<file path="src/rtl/os_rx_pkg.sv">
package os_rx_pkg;

   // Position of a sample inside one oversampled group.
   typedef logic [1:0] phase_t;

   // Advance a position by one, wrapping at the group size.
   function automatic phase_t next_phase(phase_t p, int n);
      return (int'(p) == n - 1) ? phase_t'(0) : phase_t'(p + 2'd1);
   endfunction

endpackage

</file>
<file path="src/rtl/os_edge_hist.sv">
module os_edge_hist
   import os_rx_pkg::*;
#(
   parameter int OVS    = 3,
   parameter int WINDOW = 8
)(
   input  logic           clk_i,
   input  logic           rst_ni,
   input  logic           grp_v_i,
   input  logic [OVS-1:0] grp_i,
   output phase_t         bnd_o
);
   localparam int CW = $clog2(WINDOW + 1);
   localparam int WW = $clog2(WINDOW);

   logic           last_q;
   logic [OVS-1:0] edge_w;
   logic [WW-1:0]  win_q;
   logic           close_w;
   logic [CW-1:0]  cnt_q [OVS];
   logic [CW-1:0]  tot_w [OVS];
   phase_t         best_w;
   logic           any_w;
   phase_t         bnd_q;

   // Position 0 compares against the previous group's last sample.
   assign edge_w[0] = last_q ^ grp_i[0];

   generate
      for (genvar p = 1; p < OVS; p++) begin : g_edge
         assign edge_w[p] = grp_i[p-1] ^ grp_i[p];
      end

      for (genvar p = 0; p < OVS; p++) begin : g_cnt
         assign tot_w[p] = cnt_q[p] + CW'(edge_w[p]);

         always_ff @(posedge clk_i) begin
            if (!rst_ni)      cnt_q[p] <= '0;
            else if (grp_v_i) cnt_q[p] <= close_w ? '0 : tot_w[p];
         end

         // a running count never reaches a full window before clearing
         a_r3_hist_bound: assert property (@(posedge clk_i) disable iff (!rst_ni)
            cnt_q[p] < CW'(WINDOW));
      end
   endgenerate

   assign close_w = grp_v_i && (win_q == WW'(WINDOW - 1));

   // Largest count wins; strict compare keeps the lowest position on ties.
   always_comb begin
      logic [CW-1:0] best_c;
      best_w = '0;
      best_c = tot_w[0];
      any_w  = 1'b0;
      for (int p = 0; p < OVS; p++) begin
         if (tot_w[p] != '0) any_w = 1'b1;
         if (p > 0 && tot_w[p] > best_c) begin
            best_c = tot_w[p];
            best_w = phase_t'(p);
         end
      end
   end

   always_ff @(posedge clk_i) begin
      if (!rst_ni) begin
         last_q <= 1'b0;
         win_q  <= '0;
         bnd_q  <= '0;
      end else if (grp_v_i) begin
         last_q <= grp_i[OVS-1];
         win_q  <= close_w ? '0 : win_q + 1'b1;
         if (close_w && any_w) bnd_q <= best_w;
      end
   end

   assign bnd_o = bnd_q;

   // an edgeless window leaves the edge position untouched
   a_r5_keep_on_quiet: assert property (@(posedge clk_i) disable iff (!rst_ni)
      (close_w && !any_w) |=> $stable(bnd_q));

   // idle cycles do not move the window position
   a_r9_window_frozen: assert property (@(posedge clk_i) disable iff (!rst_ni)
      !grp_v_i |=> $stable(win_q));

endmodule

</file>
<file path="src/rtl/os_bit_pick.sv">
module os_bit_pick
   import os_rx_pkg::*;
#(
   parameter int OVS = 3
)(
   input  logic           clk_i,
   input  logic           rst_ni,
   input  logic           grp_v_i,
   input  logic [OVS-1:0] grp_i,
   input  phase_t         bnd_i,
   output logic [1:0]     bits_o,
   output logic [1:0]     cnt_o,
   output logic           vld_o
);
   localparam phase_t LAST = phase_t'(OVS - 1);

   phase_t     sel_w;
   phase_t     used_q;
   logic       add_w;
   logic       drop_w;
   logic [1:0] bits_d;
   logic [1:0] cnt_d;

   assign sel_w  = next_phase(bnd_i, OVS);
   assign add_w  = (used_q == '0)  && (sel_w == LAST);
   assign drop_w = (used_q == LAST) && (sel_w == '0);

   always_comb begin
      bits_d = '0;
      cnt_d  = '0;
      if (grp_v_i) begin
         if (add_w) begin
            bits_d = {grp_i[OVS-1], grp_i[0]};
            cnt_d  = 2'd2;
         end else if (!drop_w) begin
            bits_d[0] = grp_i[sel_w];
            cnt_d     = 2'd1;
         end
      end
   end

   always_ff @(posedge clk_i) begin
      if (!rst_ni) begin
         used_q <= phase_t'(1);
         bits_o <= '0;
         cnt_o  <= '0;
         vld_o  <= 1'b0;
      end else begin
         if (grp_v_i) used_q <= sel_w;
         bits_o <= bits_d;
         cnt_o  <= cnt_d;
         vld_o  <= (cnt_d != '0);
      end
   end

   // the remembered selection stays inside the group
   a_r4_sel_range: assert property (@(posedge clk_i) disable iff (!rst_ni)
      int'(used_q) < OVS);

   // a forward wrap yields two bits in the next output cycle
   a_r6_two_bits: assert property (@(posedge clk_i) disable iff (!rst_ni)
      (grp_v_i && used_q == '0 && sel_w == LAST) |=> (cnt_o == 2'd2 && vld_o));

   // a backward wrap yields no bit in the next output cycle
   a_r7_no_bit: assert property (@(posedge clk_i) disable iff (!rst_ni)
      (grp_v_i && used_q == LAST && sel_w == '0) |=> (cnt_o == 2'd0 && !vld_o));

   // the valid flag follows the count
   a_r10_flag_count: assert property (@(posedge clk_i) disable iff (!rst_ni)
      vld_o == (cnt_o != 2'd0));

endmodule

</file>
<file path="src/rtl/os_data_recover.sv">
module os_data_recover
   import os_rx_pkg::*;
#(
   parameter int OVS    = 3,
   parameter int WINDOW = 8
)(
   input  logic           clk_i,
   input  logic           rst_ni,
   input  logic           smp_vld_i,
   input  logic [OVS-1:0] smp_i,
   output logic [1:0]     bits_o,
   output logic [1:0]     bit_cnt_o,
   output logic           bits_vld_o
);
   generate
      if (OVS != 3) begin : g_bad_ovs
         $error("os_data_recover: OVS must be 3");
      end
      if (WINDOW < 2) begin : g_bad_window
         $error("os_data_recover: WINDOW must be at least 2");
      end
   endgenerate

   // One-group staging buffer between samplers and decision logic.
   logic           hold_v_q;
   logic [OVS-1:0] hold_q;
   phase_t         bnd_w;

   always_ff @(posedge clk_i) begin
      if (!rst_ni) begin
         hold_v_q <= 1'b0;
         hold_q   <= '0;
      end else begin
         hold_v_q <= smp_vld_i;
         if (smp_vld_i) hold_q <= smp_i;
      end
   end

   os_edge_hist #(.OVS(OVS), .WINDOW(WINDOW)) i_hist (
      .clk_i   (clk_i),
      .rst_ni  (rst_ni),
      .grp_v_i (hold_v_q),
      .grp_i   (hold_q),
      .bnd_o   (bnd_w)
   );

   os_bit_pick #(.OVS(OVS)) i_pick (
      .clk_i   (clk_i),
      .rst_ni  (rst_ni),
      .grp_v_i (hold_v_q),
      .grp_i   (hold_q),
      .bnd_i   (bnd_w),
      .bits_o  (bits_o),
      .cnt_o   (bit_cnt_o),
      .vld_o   (bits_vld_o)
   );

   // an empty staging slot gives an empty output cycle
   a_r9_idle_out: assert property (@(posedge clk_i) disable iff (!rst_ni)
      !hold_v_q |=> (!bits_vld_o && bit_cnt_o == 2'd0));

   // a valid input reaches the outputs two edges later
   a_r8_latency: assert property (@(posedge clk_i) disable iff (!rst_ni)
      smp_vld_i |=> hold_v_q);

endmodule

</file>
<file path="config.mk">
export PLATFORM = sky130hd
export DESIGN_NAME = os_data_recover
export DESIGN_NICKNAME = d
export VERILOG_FILES = /design/src/rtl/os_rx_pkg.sv /design/src/rtl/os_edge_hist.sv /design/src/rtl/os_bit_pick.sv /design/src/rtl/os_data_recover.sv
export SDC_FILE = /design/constraint.sdc
export NUM_CORES = 1
export LEC_CHECK = 0
export BUFFER_PORTS_ARGS = -buffer_cell sky130_fd_sc_hd__buf_2
export CORE_ASPECT_RATIO = 2
export CORE_MARGIN = 4
export CORE_UTILIZATION = 53
export CTS_CLUSTER_SIZE = 40
export DETAILED_ROUTE_END_ITERATION = 8
export HOLD_SLACK_MARGIN = 0.1
export PLACE_DENSITY_LB_ADDON = 0.2
export REMOVE_ABC_BUFFERS = 1
export SLEW_MARGIN = 0
export SYNTH_ARGS = -nofsm -noshare
export SYNTH_HDL_FRONTEND = slang
export SYNTH_SLANG_ARGS = --single-unit
export TNS_END_PERCENT = 100
</file>
<file path="constraint.sdc">
create_clock -name clk_i -period 3.84 [get_ports clk_i]
set_clock_uncertainty 0.15 [all_clocks]
set_input_delay 0 -clock clk_i [delete_from_list [all_inputs] [get_ports clk_i]]
set_output_delay 0 -clock clk_i [all_outputs]
set_load 0.02 [all_outputs]
</file>
======== Word level (Yosys, flattened, before mapping) ========
Memories as Yosys holds them, arrays and structs flattened.
Index checks and enable logic that the tools add are counted.
storage, ports and cells
  output and inout port bits .............. 5
  memory bits (writable) .................. 12
  input bits .............................. 6
  bits in registers ....................... 17
  logic and storage cells ................. 67
  memories kept ........................... 1
memories
  memory        depth  width  rd ports  clocked after memory_dff  write ports  RTL line            RTL
  i_hist.cnt_q  3      4      3         0                         3            os_edge_hist.sv:20  logic [CW-1:0] cnt_q [OVS];
operators by class
  mux-type cells .......................... 25
  add/sub/neg operators ................... 5
  $lt $le $gt $ge ......................... 3
  bitwise gates (word level) .............. 6
  equal/unequal tests ..................... 4
  reduce and logical (&&, ||, !) cells .... 13
operators with widths
  operator               number
  $mux W4                7
  $add A4 B1 Y4          3
  $mux W1                12
  $reduce_bool A4 Y1     3
  $gt A4 B4 Y1           2
  $mux W2                4
  $eq A2 B2 Y1 const B   3
  $logic_and A1 B1 Y1    4
  $logic_not A2 Y1       2
  $reduce_and A2 Y1      2
  $add A3 B1 Y3 const B  1
  $eq A3 B3 Y1 const B   1
  $lt A2 B3 Y1 const B   1
  $mux W3                1
  $or A1 B1 Y1           3
  $reduce_and A3 Y1      1
  $xor A1 B1 Y1          3
  $add A2 B1 Y2 const B  1
  $bmux W1 S2            1
  $reduce_bool A2 Y1     1

======== Logic depth before layout (Yosys ltp) ========
Gate-level depths: netlist of run 1.
  word-level depth ........................ 8
  mapped depth ............................ 15

======== Hierarchy ========
From an unflattened synthesis of run 1, not the netlist that was laid out.
unflattened totals
  cells, all modules ...................... 134
  area, all modules ....................... 1488.9 µm²
modules (own cells, without submodules)
  module           sequential area each (µm²)  times used  cells each  area an instance (µm²)
  os_edge_hist     480.5                       1           94          1066.0
  os_bit_pick      140.1                       1           29          286.5
  os_data_recover  80.1                        1           11          136.4

======== Worst setup path before layout of run 1 ========
OpenSTA, ideal clock, no wires.
  kind .................................... register to register
  from .................................... register hold_q[0]
  to ...................................... register i_hist.bnd_q[0], in the netlist i_hist.bnd_o[0]
  library setup time ...................... 0.122 ns
  buffers on the path ..................... 0
  slack ................................... 0.272 ns
  cell stages (with the launch flop) ...... 15
  data required time ...................... 3.568 ns
  period minus slack after synthesis ...... 3.568 ns
  data arrival time ....................... 3.296 ns
  cell sequence ........................... dfxtp_1 -> xor2_1 -> ha_1 -> nand3_1 -> xor2_2 -> ha_1 -> a22o_2 -> a311o_1 -> mux2_1 -> ha_1 -> and2_1 -> o21ai_0 -> a32oi_1 -> a211oi_1 -> a221o_1
on the way
  word-level cells in the longest chain between the ends .. 8
ends and longest elaborated chain
  item                                                                   RTL line               RTL
  from (decl)                                                            os_data_recover.sv:26  logic [OVS-1:0] hold_q;
  from (signal assigned)                                                 os_data_recover.sv:35  if (smp_vld_i) hold_q <= smp_i;
  parallel branches: the longest is 8 deep, another holds $add A4 B1 Y4  -
  to (signal assigned)                                                   os_edge_hist.sv:73     if (close_w && any_w) bnd_q <= best_w;
  to (decl)                                                              os_edge_hist.sv:24     phase_t bnd_q;
Parallel ways; which one is timed is not known.
A chain may end at the register's enable or synchronous reset.

======== Worst setup path in the final report of run 1 ========
  from .................................... register i_hist.last_q
  to ...................................... register i_hist.bnd_q[0], in the netlist i_hist.bnd_o[0]
on the way
  word-level cells in the longest chain between the ends .. 8
ends and longest elaborated chain
  item                                                                  RTL line            RTL
  from (decl)                                                           os_edge_hist.sv:16  logic last_q;
  from (signal assigned)                                                os_edge_hist.sv:71  last_q <= grp_i[OVS-1];
  $xor A1 B1 Y1 *                                                       os_edge_hist.sv:27  assign edge_w[0] = last_q ^ grp_i[0];
  $add A4 B1 Y4 *                                                       os_edge_hist.sv:35  assign tot_w[p] = cnt_q[p] + CW'(edge_w[p]);
  parallel branches: the longest is 6 deep, another holds $gt A4 B4 Y1  -
Mark *: on every way between the ends.

==> results of run 1 <==
==> flip-flops by register name (all words and copies together) (netlist names) <==
register / flops
hold_q: 3
i_hist.last_q: 1
i_pick.vld_o: 1
i_hist.bnd_o: 2
i_pick.cnt_o: 2
i_pick.used_q: 2
i_pick.bits_o: 2
i_hist.cnt_q: 12
hold_v_q: 1
i_hist.win_q: 3
==> cells in the mapped netlist (2+ instances only) <==
master    number
xor2_2         3
nand2_1        9
dfxtp_1       17
inv_1          6
mux2i_1        8
o21ai_0        4
and2_1         8
xnor2_1        3
clkbuf_1       2
mux2_1         2
a22o_1         2
nor2b_1        6
nor2_1        12
a21oi_1        4
xor2_1         6
nand3_1        4
edfxtp_1      12
ha_1          15
nor3_1         2
==> per-stage QoR <==
step / std cells / cell area, µm² / hold WS (ns) / util [%]
4_1_cts: 206 / 1880 / 0.331 / 67.1
2_1_floorplan: 144 / 1570 / -0.0881 / -
6_report: 210 / 2020 / 0.333 / 72.0
5_1_grt: 210 / 2020 / 0.367 / 72.0
3_3_place_gp: 186 / 1680 / 0.107 / 59.8
3_5_place_dp: 186 / 1680 / 0.120 / 59.8
==> layout make-up <==
type	count	area share, %
Timing Repair Buffer	29	11.1
Inverter	6	1.12
Multi-Input combinational cell	109	47.0
Clock inverter	1	0.186
Sequential cell	29	35.0
Tap cell	29	1.80
Clock buffer	7	3.78
==> logic make-up after synthesis <==
family                   count (synthesis)
XOR/XNOR                                12
AND/OR/NAND/NOR                         50
multiplexers                            10
adder cells (fa/ha/maj)                 15
buffers and inverters                    9
AO/OA/AOI/OAI                           22
flip-flops                              29
==> critical path, stage by stage (launching register included) <==
cell and delay (ns):
dfxtp_2 0.35, xor2_4 0.19, ha_1 0.19, ha_2 0.38, xnor2_2 0.14, nand2_1 0.13
a22o_2 0.27, a311o_1 0.36, mux2_4 0.32, ha_1 0.32, and2_4 0.16, o21ai_1 0.06
a32oi_1 0.23, a211oi_1 0.11, a221o_1 0.36
==> layer usage <==
metal | global-route usage (%) | vias to the layer above | wire, µm
met2 | 37.1 | 36 | 2190
li1 | - | 582 | -
met4 | 16.1 | 0 | 212
met3 | 4.25 | 17 | 121
met1 | 19.2 | 589 | 1260
met5 | 0 | - | 0
==> power breakdown <==
group / total [mW] / switching [mW] / internal [mW] / leakage [nW]
sequential: 0.348 / 0.0129 / 0.335 / 0.268
clock: 0.238 / 0.113 / 0.126 / 0.0399
combinational: 0.198 / 0.0936 / 0.104 / 0.549
total: 0.784 / 0.219 / 0.565 / 0.857
==> what timing repair did <==
| action | 4_1_cts | 5_1_grt |
|---|---|---|
| buffers inserted | 1 | 4 |
| endpoints found under the setup margin | 1 | 1 |
| hold buffers | 11 | 0 |
| pin swaps | 1 | 11 |
| hold endpoints to repair | 13 | 0 |
| gates resized for setup | 2 | 22 |
==> worst paths after layout <==
| path | from | end | slack, ns | cells past startpoint |
|---|---|---|---|---|
| worst min register to register | i_hist.win_q[0] | i_hist.win_q[0] | 0.33 | 2 |
| worst min-delay path | i_hist.win_q[0] | i_hist.win_q[0] | 0.33 | 2 |
| worst max register to register | i_hist.last_q | i_hist.bnd_o[0] | -0.007 | 14 |
| worst max-delay path | i_hist.last_q | i_hist.bnd_o[0] | -0.007 | 14 |
==> metrics.md, run 1 <==
| Metric | Value |
|---|---|
| Run status | `finished with violations` |
| Failing checks | `negative setup slack` |
| Setup CP Type | `flop to flop` |
| P&R area growth vs syn | `27.3%` |
| Number of global-route vias before repair | `between 1000 and 1500` |
| Maximum VDD drop | `roughly 0.00036 V` |
| Commonest non-fill, non-tap cell in the layout | `dfxtp_1` |
| Final hold vios | `0` |
| Mux contribution to synthesized area | `under 10%` |
| Placeable Area | `about 2800 µm²` |
| Startpoint types | `flop` |
| First-pass GRT wire length | `just under 6 mm` |
| Combinational family with the most area after synthesis | `simple AND/OR/NAND/NOR gates` |
| Post-Syn Area per Cell | `around 11 µm²` |
| Clk buf depth | `2` |
| Synth top area cells | `edfxtp_1, dfxtp_1, ha_1` |
| Grt total ovfl | `0` |
| Root Buffer | `clkbuf_8` |
| Yosys reg bits | `29` |
| First DRT Iteration DRCs | `33` |
| EDFF count, synth | `12` |
| H-tree levels | `2` |
| Slew headroom | `65.3%` |
| Filler cell count | `slightly above 200` |
| Worst slew pin tran | `~0.52 ns` |
| Crit-path max FO | `3` |
| I/O Buffers | `10` |
| Sink Count | `29` |
| Final worst slack | `-0.00675 ns` |
| Power density over the cells | `roughly 390 nW/µm²` |
| Number of cell rows | `27` |
| Critical path endpoint category | `flop` |
| Tcrit/Tclk final | `100%` |
| Leakage | `between 0.8 and 0.9 nW` |
| Tmin final | `between 3 and 4 ns` |
| Fmax | `260 MHz` |
| RePlAce Congestion | `just over 0.8` |
| Mapped Area | `roughly 1600 µm²` |
| CTS tree | `done` |
| GRT Overall Usage | `21.1%` |
| Antenna fix cells | `0` |
| Skew-Pair Late Insertion Delay | `between 0.2 and 0.3 ns` |
| Most used flip-flop cell after synthesis | `dfxtp_1` |
| Power Total | `approximately 0.8 mW` |
| Net count reported at finish | `between 200 and 250` |
| Netlist cell types | `41` |
| Worst hold path class | `flop to flop` |
| Synth Area in Adders | `a little under an eighth` |
| Register area share after synthesis | `between 40% and 50%` |
| Largest net degree at the start of global routing | `14` |
| Final slew viol count | `0` |
| Top-Level Pins | `11` |
| Worst slack, placed | `-0.0354 ns` |
| DRC viols | `0` |
| Total CTS buffers | `5` |
| Setup violations, final | `1` |
| Die Height | `85.3 µm` |
| Ys Warns | `0` |
| Area leader, netlist | `edfxtp_1` |
| Die ar. | `between 3000 and 4000 µm²` |
| Data arrival time of the worst path | `~3.9 ns` |
| Synth Area in Simple Gates | `between 10% and 20%` |
| Ratio of cells with drive above 1 in the final layout | `26.5%` |
| Multi-input logic area | `roughly 950 µm²` |
| Avg WL per Cell | `18.0 µm` |
| Critical Path RT | `just under 4 ns` |
| Initial core utilization | `a little under three fifths` |
| Drt pass-1 iters | `4` |
| Cells after synthesis | `147` |
| Overall routed net length | `between 3 and 4 mm` |
| CTS clk-pin slew, worst paths | `approximately 0.06 ns` |
| Async set or reset register ratio after synthesis | `0%` |
| XOR/XNOR Fraction of Synth Area | `under 10%` |
| DP Wirelength | `~2.5 mm` |
| Initial antenna violation count | `0` |
| Max_cap viols | `0` |
| Remaining antenna violation count after routing | `0` |
| Via count | `around 1200` |
| Most frequent cells in the layout | `dfxtp_1, nor2_1, edfxtp_1` |
| Die span in x | `about 47 µm` |
| Final setup TNS | `-0.00675 ns` |
| Seq. cell area | `between 700 and 800 µm²` |
| Via density | `5.83` |
| Top cell type's share of synthesized area | `between 20% and 30%` |
| Synth Area in Compound Gates | `9.87%` |
No activity file was read; power rests on OpenSTA's default activity.
==> inputs of run 2 (changes only) <==
CORE_MARGIN = 10   (was 4)
==> run 2 against run 1 <==
Against the previous run:
- the run now ends clean
- via count down 1.9%
- final cell count did not move
- global-route usage is 8.4 points lower
- count of clock-buffer cells in the layout shrank 2
- worst setup slack gained 0.18 ns
- sequential power is essentially flat
- sequential share of layout area is 0.18 points higher
- worst hold slack gained 0.0026 ns
- combinational power down 8%
- flip-flop and latch count did not move
- fmax increased by 4.8%
- final area down 0.68%
- largest cell class unchanged
- largest power group unchanged
==> metrics.md, run 2 (synthesized netlist as in run 1, its figures left out) <==
| Metric | Value |
|---|---|
| DRC viols | `0 (unchanged)` |
| I/O Buffers | `10 (unchanged)` |
| Skew-Pair Late Insertion Delay | `0.28 ns (about the same)` |
| CTS clk-pin slew, worst paths | `0.07 ns (was 0.06 ns)` |
| Tmin final | `3.67 ns (was 3.85 ns)` |
| Top-Level Pins | `11 (unchanged)` |
| Remaining antenna violation count after routing | `0 (unchanged)` |
| Total CTS buffers | `5 (unchanged)` |
| Worst slew pin tran | `0.496 ns (was 0.519 ns)` |
| Run status | `finished clean (was finished with violations)` |
| Slew headroom | `66.9% (was 65.3%)` |
| Power density over the cells | `384 nW/µm² (was 388 nW/µm²)` |
| Die ar. | `5710 µm² (was 3980 µm²)` |
| Final hold vios | `0 (unchanged)` |
| Sink Count | `29 (unchanged)` |
| Fmax | `273 MHz (was 260 MHz)` |
| Crit path max-delay cell type | `dfxtp_4 (was ha_2)` |
| Final worst slack | `0.171 ns (was -0.00675 ns)` |
| H-tree levels | `2 (unchanged)` |
| Via density | `5.72 (was 5.83)` |
| Maximum VDD drop | `0.000430 V (was 0.000360 V)` |
| Cell Count, Final, Fillers Out | `210 (unchanged)` |
| First-pass GRT wire length | `5.67 mm (was 5.84 mm)` |
| Hold WS | `0.336 ns (was 0.333 ns)` |
| RePlAce Congestion | `0.852 (was 0.806)` |
| Placeable Area | `2910 µm² (was 2800 µm²)` |
| Flop2flop setup slack | `0.17 ns (was -0.007 ns)` |
| Drt pass-1 iters | `4 (unchanged)` |
| Data arrival time of the worst path | `3.69 ns (was 3.86 ns)` |
| Critical path endpoint category | `flop (unchanged)` |
| Largest net degree at the start of global routing | `14 (unchanged)` |
| Worst-case reg-to-reg path depth | `16 (was 14)` |
| Largest register FFs | `12 (unchanged)` |
| Ratio of cells with drive above 1 in the final layout | `27.2% (was 26.5%)` |
| Sequence of cells on the critical path | `xor2_2 > ha_2 > nand3_2 > xor2_2 > inv_1 > ha_4 > buf_4 > a21boi_1 > a311o_1 > mux2_1 > ha_1 > and2_1 > o21ai_0 > a32oi_1 > a211oi_1 > a221o_1 (was xor2_4 > ha_1 > ha_2 > xnor2_2 > nand2_1 > a22o_2 > a311o_1 > mux2_4 > ha_1 > and2_4 > o21ai_1 > a32oi_1 > a211oi_1 > a221o_1)` |
| Avg WL per Cell | `16.4 µm (was 18.0 µm)` |
| Die span in x | `58.7 µm (was 46.7 µm)` |
| First DRT Iteration DRCs | `53 (was 33)` |
| Setup violations, final | `0 (was 1)` |
| Commonest non-fill, non-tap cell in the layout | `dfxtp_1 (unchanged)` |
| Crit-path max FO | `4 (was 3)` |
| CP startpoint | `hold_q[0] (was i_hist.last_q)` |
| Initial core utilization | `54.5% (was 56.5%)` |
| Worst setup endpoint | `i_hist.bnd_o[0] (unchanged)` |
| Root Buffer | `clkbuf_8 (unchanged)` |
| Clk buf depth | `2 (unchanged)` |
| CTS tree | `done (unchanged)` |
| Initial antenna violation count | `0 (unchanged)` |
| Startpoint types | `flop (unchanged)` |
| Worst hold path class | `flop to flop (unchanged)` |
| Critical Path RT | `3.86 ns (was 3.85 ns)` |
| Filler cell count | `221 (was 202)` |
| Setup CP Type | `flop to flop (unchanged)` |
| GRT Overall Usage | `12.7% (was 21.1%)` |
| Crit Reg-Reg Startpoint | `hold_q[0] (was i_hist.last_q)` |
| Number of global-route vias before repair | `1292 (was 1342)` |
| Capturing point of the worst reg2reg path | `i_hist.bnd_o[0] (unchanged)` |
| Leakage | `0.842 nW (was 0.857 nW)` |
| Antenna fix cells | `0 (unchanged)` |
| Worst slack, placed | `0.0449 ns (was -0.0354 ns)` |
| Via count | `1201 (was 1224)` |
| Tcrit/Tclk final | `95.5% (was 100%)` |
| Final slew viol count | `0 (unchanged)` |
| Post-placement cell count | `189 (was 186)` |
| Biggest regs | `i_hist.cnt_q x12, hold_q x3, i_hist.win_q x3 (unchanged)` |
| Die Height | `97.3 µm (was 85.3 µm)` |
| Grt total ovfl | `0 (unchanged)` |
| Most frequent cells in the layout | `dfxtp_1, nor2_1, edfxtp_1 (unchanged)` |
| P&R area growth vs syn | `26.4% (was 27.3%)` |
| Number of cell rows | `28 (was 27)` |
| Most frequent CP cell | `xor2_2 (was ha_1)` |
| Max_cap viols | `0 (unchanged)` |
| DP Wirelength | `2.52 mm (was 2.51 mm)` |
| Worst path max stage delay | `0.37 ns (was 0.38 ns)` |
| Net count reported at finish | `200 (was 201)` |
| Overall routed net length | `3.44 mm (was 3.78 mm)` |
| Top reg by flops | `i_hist.cnt_q (unchanged)` |
## run 2: final cells by class
cell class,count,area (µm²),share of cell area (%)
Sequential cell,29,706,35.2
Inverter,6,22.5,1.12
Clock inverter,3,17.5,0.874
Tap cell,30,37.5,1.87
Clock buffer,5,68.8,3.43
Multi-Input combinational cell,109,945,47.1
Timing Repair Buffer,28,208,10.4
## run 2: worst max-delay path: cells and delay by family, from the launching register on
kind / cells / cell delay (ns)
AND/OR/NAND/NOR: 2 / 0.24
XOR/XNOR: 2 / 0.33
flip-flops: 1 / 0.37
multiplexers: 1 / 0.33
AO/OA/AOI/OAI: 6 / 1.14
buffers and inverters: 2 / 0.21
adder cells (fa/ha/maj): 3 / 0.80
## run 2: power by group
group          internal [mW]  switching [mW]  total [mW]
registers              0.335          0.0132       0.348
logic                 0.0951          0.0864       0.182
clock network          0.125           0.116       0.241
total                  0.554           0.216       0.770
## run 2: metrics by stage
step / setup TNS [ns] / instance area (µm²) / total power [mW] / util [%]
3_3_place_gp: 0 / 1690 / 0.485 / 58.2
6_report: 0 / 2000 / 0.770 / 68.9
3_5_place_dp: 0 / 1690 / 0.492 / 58.2
4_1_cts: 0 / 1870 / 0.742 / 64.2
5_1_grt: -0.0898 / 2000 / 0.810 / 68.9
2_1_floorplan: 0 / 1570 / 0.449 / -
## run 2: worst min-delay path by stage
stage	slack (ns)	end	from	depth (start not counted)
after detailed placement	0.12	hold_q[2]	smp_i[2]	3
final	0.34	i_hist.win_q[0]	i_hist.win_q[0]	2
after global routing	0.35	i_hist.win_q[0]	i_hist.win_q[0]	2
after floorplan	-0.09	i_pick.used_q[0]	rst_ni	1
after global placement	0.11	hold_q[1]	smp_i[1]	3
after CTS	0.33	i_hist.win_q[0]	i_hist.win_q[0]	2
## run 2: metal layers
| layer | routed length, µm | GRT usage [%] | vias up |
|---|---|---|---|
| met2 | 1930 | 21.9 | 29 |
| met3 | 99 | 3.80 | 17 |
| li1 | - | - | 583 |
| met1 | 1240 | 11.5 | 572 |
| met5 | 0 | 0 | - |
| met4 | 177 | 10.1 | 0 |
## run 2: timing repair
action / CTS / global route
hold endpoints to repair: 13 / 0
hold buffers: 9 / 0
endpoints found under the setup margin: 0 / 2
gates resized for setup: 0 / 18
buffers inserted: 0 / 4
==> inputs of run 3 (changes only) <==
CORE_UTILIZATION = 30   (was 53)
REMOVE_ABC_BUFFERS = default   (was 1)
==> run 3 against run 2 <==
Against the previous run:
- largest cell class unchanged
- critical endpoint unchanged
- combinational power down 2%
- sequential share of layout area down 0.43 points
- total power up 1.3%
- non-clock buffer count unchanged
- first-iteration DRC count down 30%
- critical path type unchanged
==> metrics.md, run 3 (synthesized netlist as in run 1, its figures left out) <==
| Metric | Value |
|---|---|
| Power Total | `0.780 mW (was 0.770 mW)` |
| Total CTS buffers | `5 (unchanged)` |
| Die Height | `123 µm (was 97.3 µm)` |
| Number of cell rows | `37 (was 28)` |
| Antenna fix cells | `0 (unchanged)` |
| Die ar. | `8770 µm² (was 5710 µm²)` |
| Most frequent cells in the layout | `dfxtp_1, nor2_1, edfxtp_1 (unchanged)` |
| Initial antenna violation count | `0 (unchanged)` |
| Top-Level Pins | `11 (unchanged)` |
| Grt total ovfl | `0 (unchanged)` |
| Largest register FFs | `12 (unchanged)` |
| Run status | `finished clean (unchanged)` |
| Post-placement cell count | `216 (was 189)` |
| Setup violations, final | `0 (unchanged)` |
| Via count | `1205 (was 1201)` |
| Slew headroom | `64.8% (was 66.9%)` |
| Tcrit/Tclk final | `95.3% (was 95.5%)` |
| CTS tree | `done (unchanged)` |
| Root Buffer | `clkbuf_8 (unchanged)` |
| CTS clk-pin slew, worst paths | `0.06 ns (was 0.07 ns)` |
| Met3 usage | `1.94% (was 3.80%)` |
| Worst hold path class | `flop to flop (unchanged)` |
| Cell Count, Final, Fillers Out | `238 (was 210)` |
| Largest net degree at the start of global routing | `14 (unchanged)` |
| Placeable Area | `5140 µm² (was 2910 µm²)` |
| Critical Path RT | `3.86 ns (about the same)` |
| P&R area growth vs syn | `28.0% (was 26.4%)` |
| Min-Delay Endpoint | `i_hist.win_q[0] (unchanged)` |
| H-tree levels | `2 (unchanged)` |
| Seq pwr share | `44.5% (was 45.2%)` |
| DRC viols | `0 (unchanged)` |
| Startpoint types | `flop (unchanged)` |
| First-pass GRT wire length | `6.02 mm (was 5.67 mm)` |
| RePlAce Congestion | `0.809 (was 0.852)` |
| Syn nets | `~170` |
| Maximum VDD drop | `0.000222 V (was 0.000430 V)` |
| Final hold vios | `0 (unchanged)` |
| Fmax | `273 MHz (about the same)` |
| Ratio of cells with drive above 1 in the final layout | `26.1% (was 27.2%)` |
| Sink Count | `29 (unchanged)` |
| RSZ-0062 raised after global routing | `false` |
| Worst slew pin tran | `0.526 ns (was 0.496 ns)` |
| Overall routed net length | `3.68 mm (was 3.44 mm)` |
| Leakage | `0.841 nW (was 0.842 nW)` |
| Avg WL per Cell | `15.5 µm (was 16.4 µm)` |
| Net switching power | `0.207 mW (was 0.216 mW)` |
| Crit Reg-Reg Startpoint | `hold_q[0] (unchanged)` |
| M1 GR Usage | `6.40% (was 11.5%)` |
| Hold path depth | `1 (was 2)` |
| Via density | `5.06 (was 5.72)` |
| Crit-path max FO | `4 (unchanged)` |
| Capturing point of the worst reg2reg path | `i_hist.bnd_o[0] (unchanged)` |
| Final core utilization | `39.5% (was 68.9%)` |
| Layer with the highest usage | `met2 (unchanged)` |
| Max_cap viols | `0 (unchanged)` |
| I/O Buffers | `10 (unchanged)` |
| First DRT Iteration DRCs | `37 (was 53)` |
| GRT met2 Usage | `18.3% (was 21.9%)` |
| Drt pass-1 iters | `4 (unchanged)` |
| Setup CP Type | `flop to flop (unchanged)` |
| Gate power share | `22.8% (was 23.6%)` |
| Worst slack, placed | `-0.0494 ns (was 0.0449 ns)` |
| Die span in x | `71.4 µm (was 58.7 µm)` |
| Power density over the cells | `384 nW/µm² (about the same)` |
| Worst-case reg-to-reg path depth | `16 (unchanged)` |
| GRT Overall Usage | `8.76% (was 12.7%)` |
| Final setup TNS | `0 ns (unchanged)` |
| Final slew viol count | `0 (unchanged)` |
| Tmin final | `3.66 ns (was 3.67 ns)` |
| Min-delay src | `i_hist.win_q[0] (unchanged)` |
| DP Wirelength | `2.78 mm (was 2.52 mm)` |
| Net count reported at finish | `200 (unchanged)` |
| Critical path endpoint category | `flop (unchanged)` |
| Clk buf depth | `2 (unchanged)` |
| Top reg by flops | `i_hist.cnt_q (unchanged)` |
| Commonest non-fill, non-tap cell in the layout | `dfxtp_1 (unchanged)` |
| Final worst slack | `0.180 ns (was 0.171 ns)` |
| Switch share | `26.5% (was 28.0%)` |
| Biggest regs | `i_hist.cnt_q x12, hold_q x3, i_hist.win_q x3 (unchanged)` |
| Skew-Pair Late Insertion Delay | `0.28 ns (about the same)` |
| Number of global-route vias before repair | `1366 (was 1292)` |
| Remaining antenna violation count after routing | `0 (unchanged)` |
| Flop2flop setup slack | `0.18 ns (was 0.17 ns)` |
| P_int | `0.573 mW (was 0.554 mW)` |
| Initial core utilization | `30.8% (was 54.5%)` |
| Clock power frac | `32.7% (was 31.2%)` |
| Data arrival time of the worst path | `3.68 ns (was 3.69 ns)` |
-- run 3: changes by cell type in the layout (fill, tap and decap cells not counted), moves of 2 or more --
cell / before / now
mux2_1: 2 / 0
mux2_2: 0 / 2
buf_4: 9 / 7
clkinv_2: 2 / 0
dlygate4sd3_1: 9 / 11
clkbuf_1: 0 / 2
-- run 3: repair_timing --
item,CTS,global route
pin swaps,1,7
gates resized for setup,1,19
hold buffers,11,0
buffers inserted,1,2
setup endpoints to repair,1,2
endpoints found under the hold margin,11,0
-- run 3: critical path, stage by stage, from the launching register on --
cell and delay, ns:
dfxtp_4 0.37, xor2_1 0.17, ha_2 0.24, nand3_2 0.10, xor2_2 0.20, inv_2 0.06
ha_4 0.22, a22o_2 0.22, a311o_1 0.34, buf_4 0.16, mux2_2 0.28, ha_1 0.19
nor2b_1 0.10, o21ai_1 0.07, a32oi_1 0.22, a211oi_1 0.08, a221o_1 0.36
-- run 3: worst max-delay path by stage --
stage | slack (ns) | cells past startpoint | startpoint | endpoint
3_5_place_dp | -0.05 | 15 | hold_q[0] | i_hist.bnd_o[0]
2_1_floorplan | 0.27 | 14 | hold_q[0] | i_hist.bnd_o[0]
6_report | 0.18 | 16 | hold_q[0] | i_hist.bnd_o[0]
5_1_grt | 0.002 | 16 | hold_q[0] | i_hist.bnd_o[0]
4_1_cts | 0.002 | 15 | hold_q[0] | i_hist.bnd_o[0]
3_3_place_gp | 0.08 | 15 | hold_q[0] | i_hist.bnd_o[0]
-- run 3: area by class of cell --
class                   instances  area, µm²
inverters                       6       22.5
flip-flops and latches         29        706
clock buffers                   8       90.1
multi-input cells             109        926
fillers                       505       3110
repair buffers                 28        213
well taps                      58       72.6
-- run 3: stage by stage --
step	instance area, µm²	hold slack (ns)
final	2030	0.342
after global routing	2030	0.368
after CTS	1930	0.349
after detailed placement	1720	0.116
after global placement	1720	0.107
after floorplan	1590	-0.0283
-- run 3: metal layers --
layer | vias to the layer above | wire length (µm)
li1 | 583 | -
met1 | 583 | 1170
met2 | 27 | 2200
met3 | 12 | 108
met4 | 0 | 198
met5 | - | 0
-- run 3: power by group through the flow --
stage	Clock (mW)	Combinational [mW]	Sequential (mW)
5_1_grt	0.282	0.200	0.349
3_3_place_gp	0	0.136	0.352
4_1_cts	0.265	0.153	0.346
2_1_floorplan	0	0.101	0.350
3_5_place_dp	0	0.141	0.353
6_report	0.255	0.178	0.347
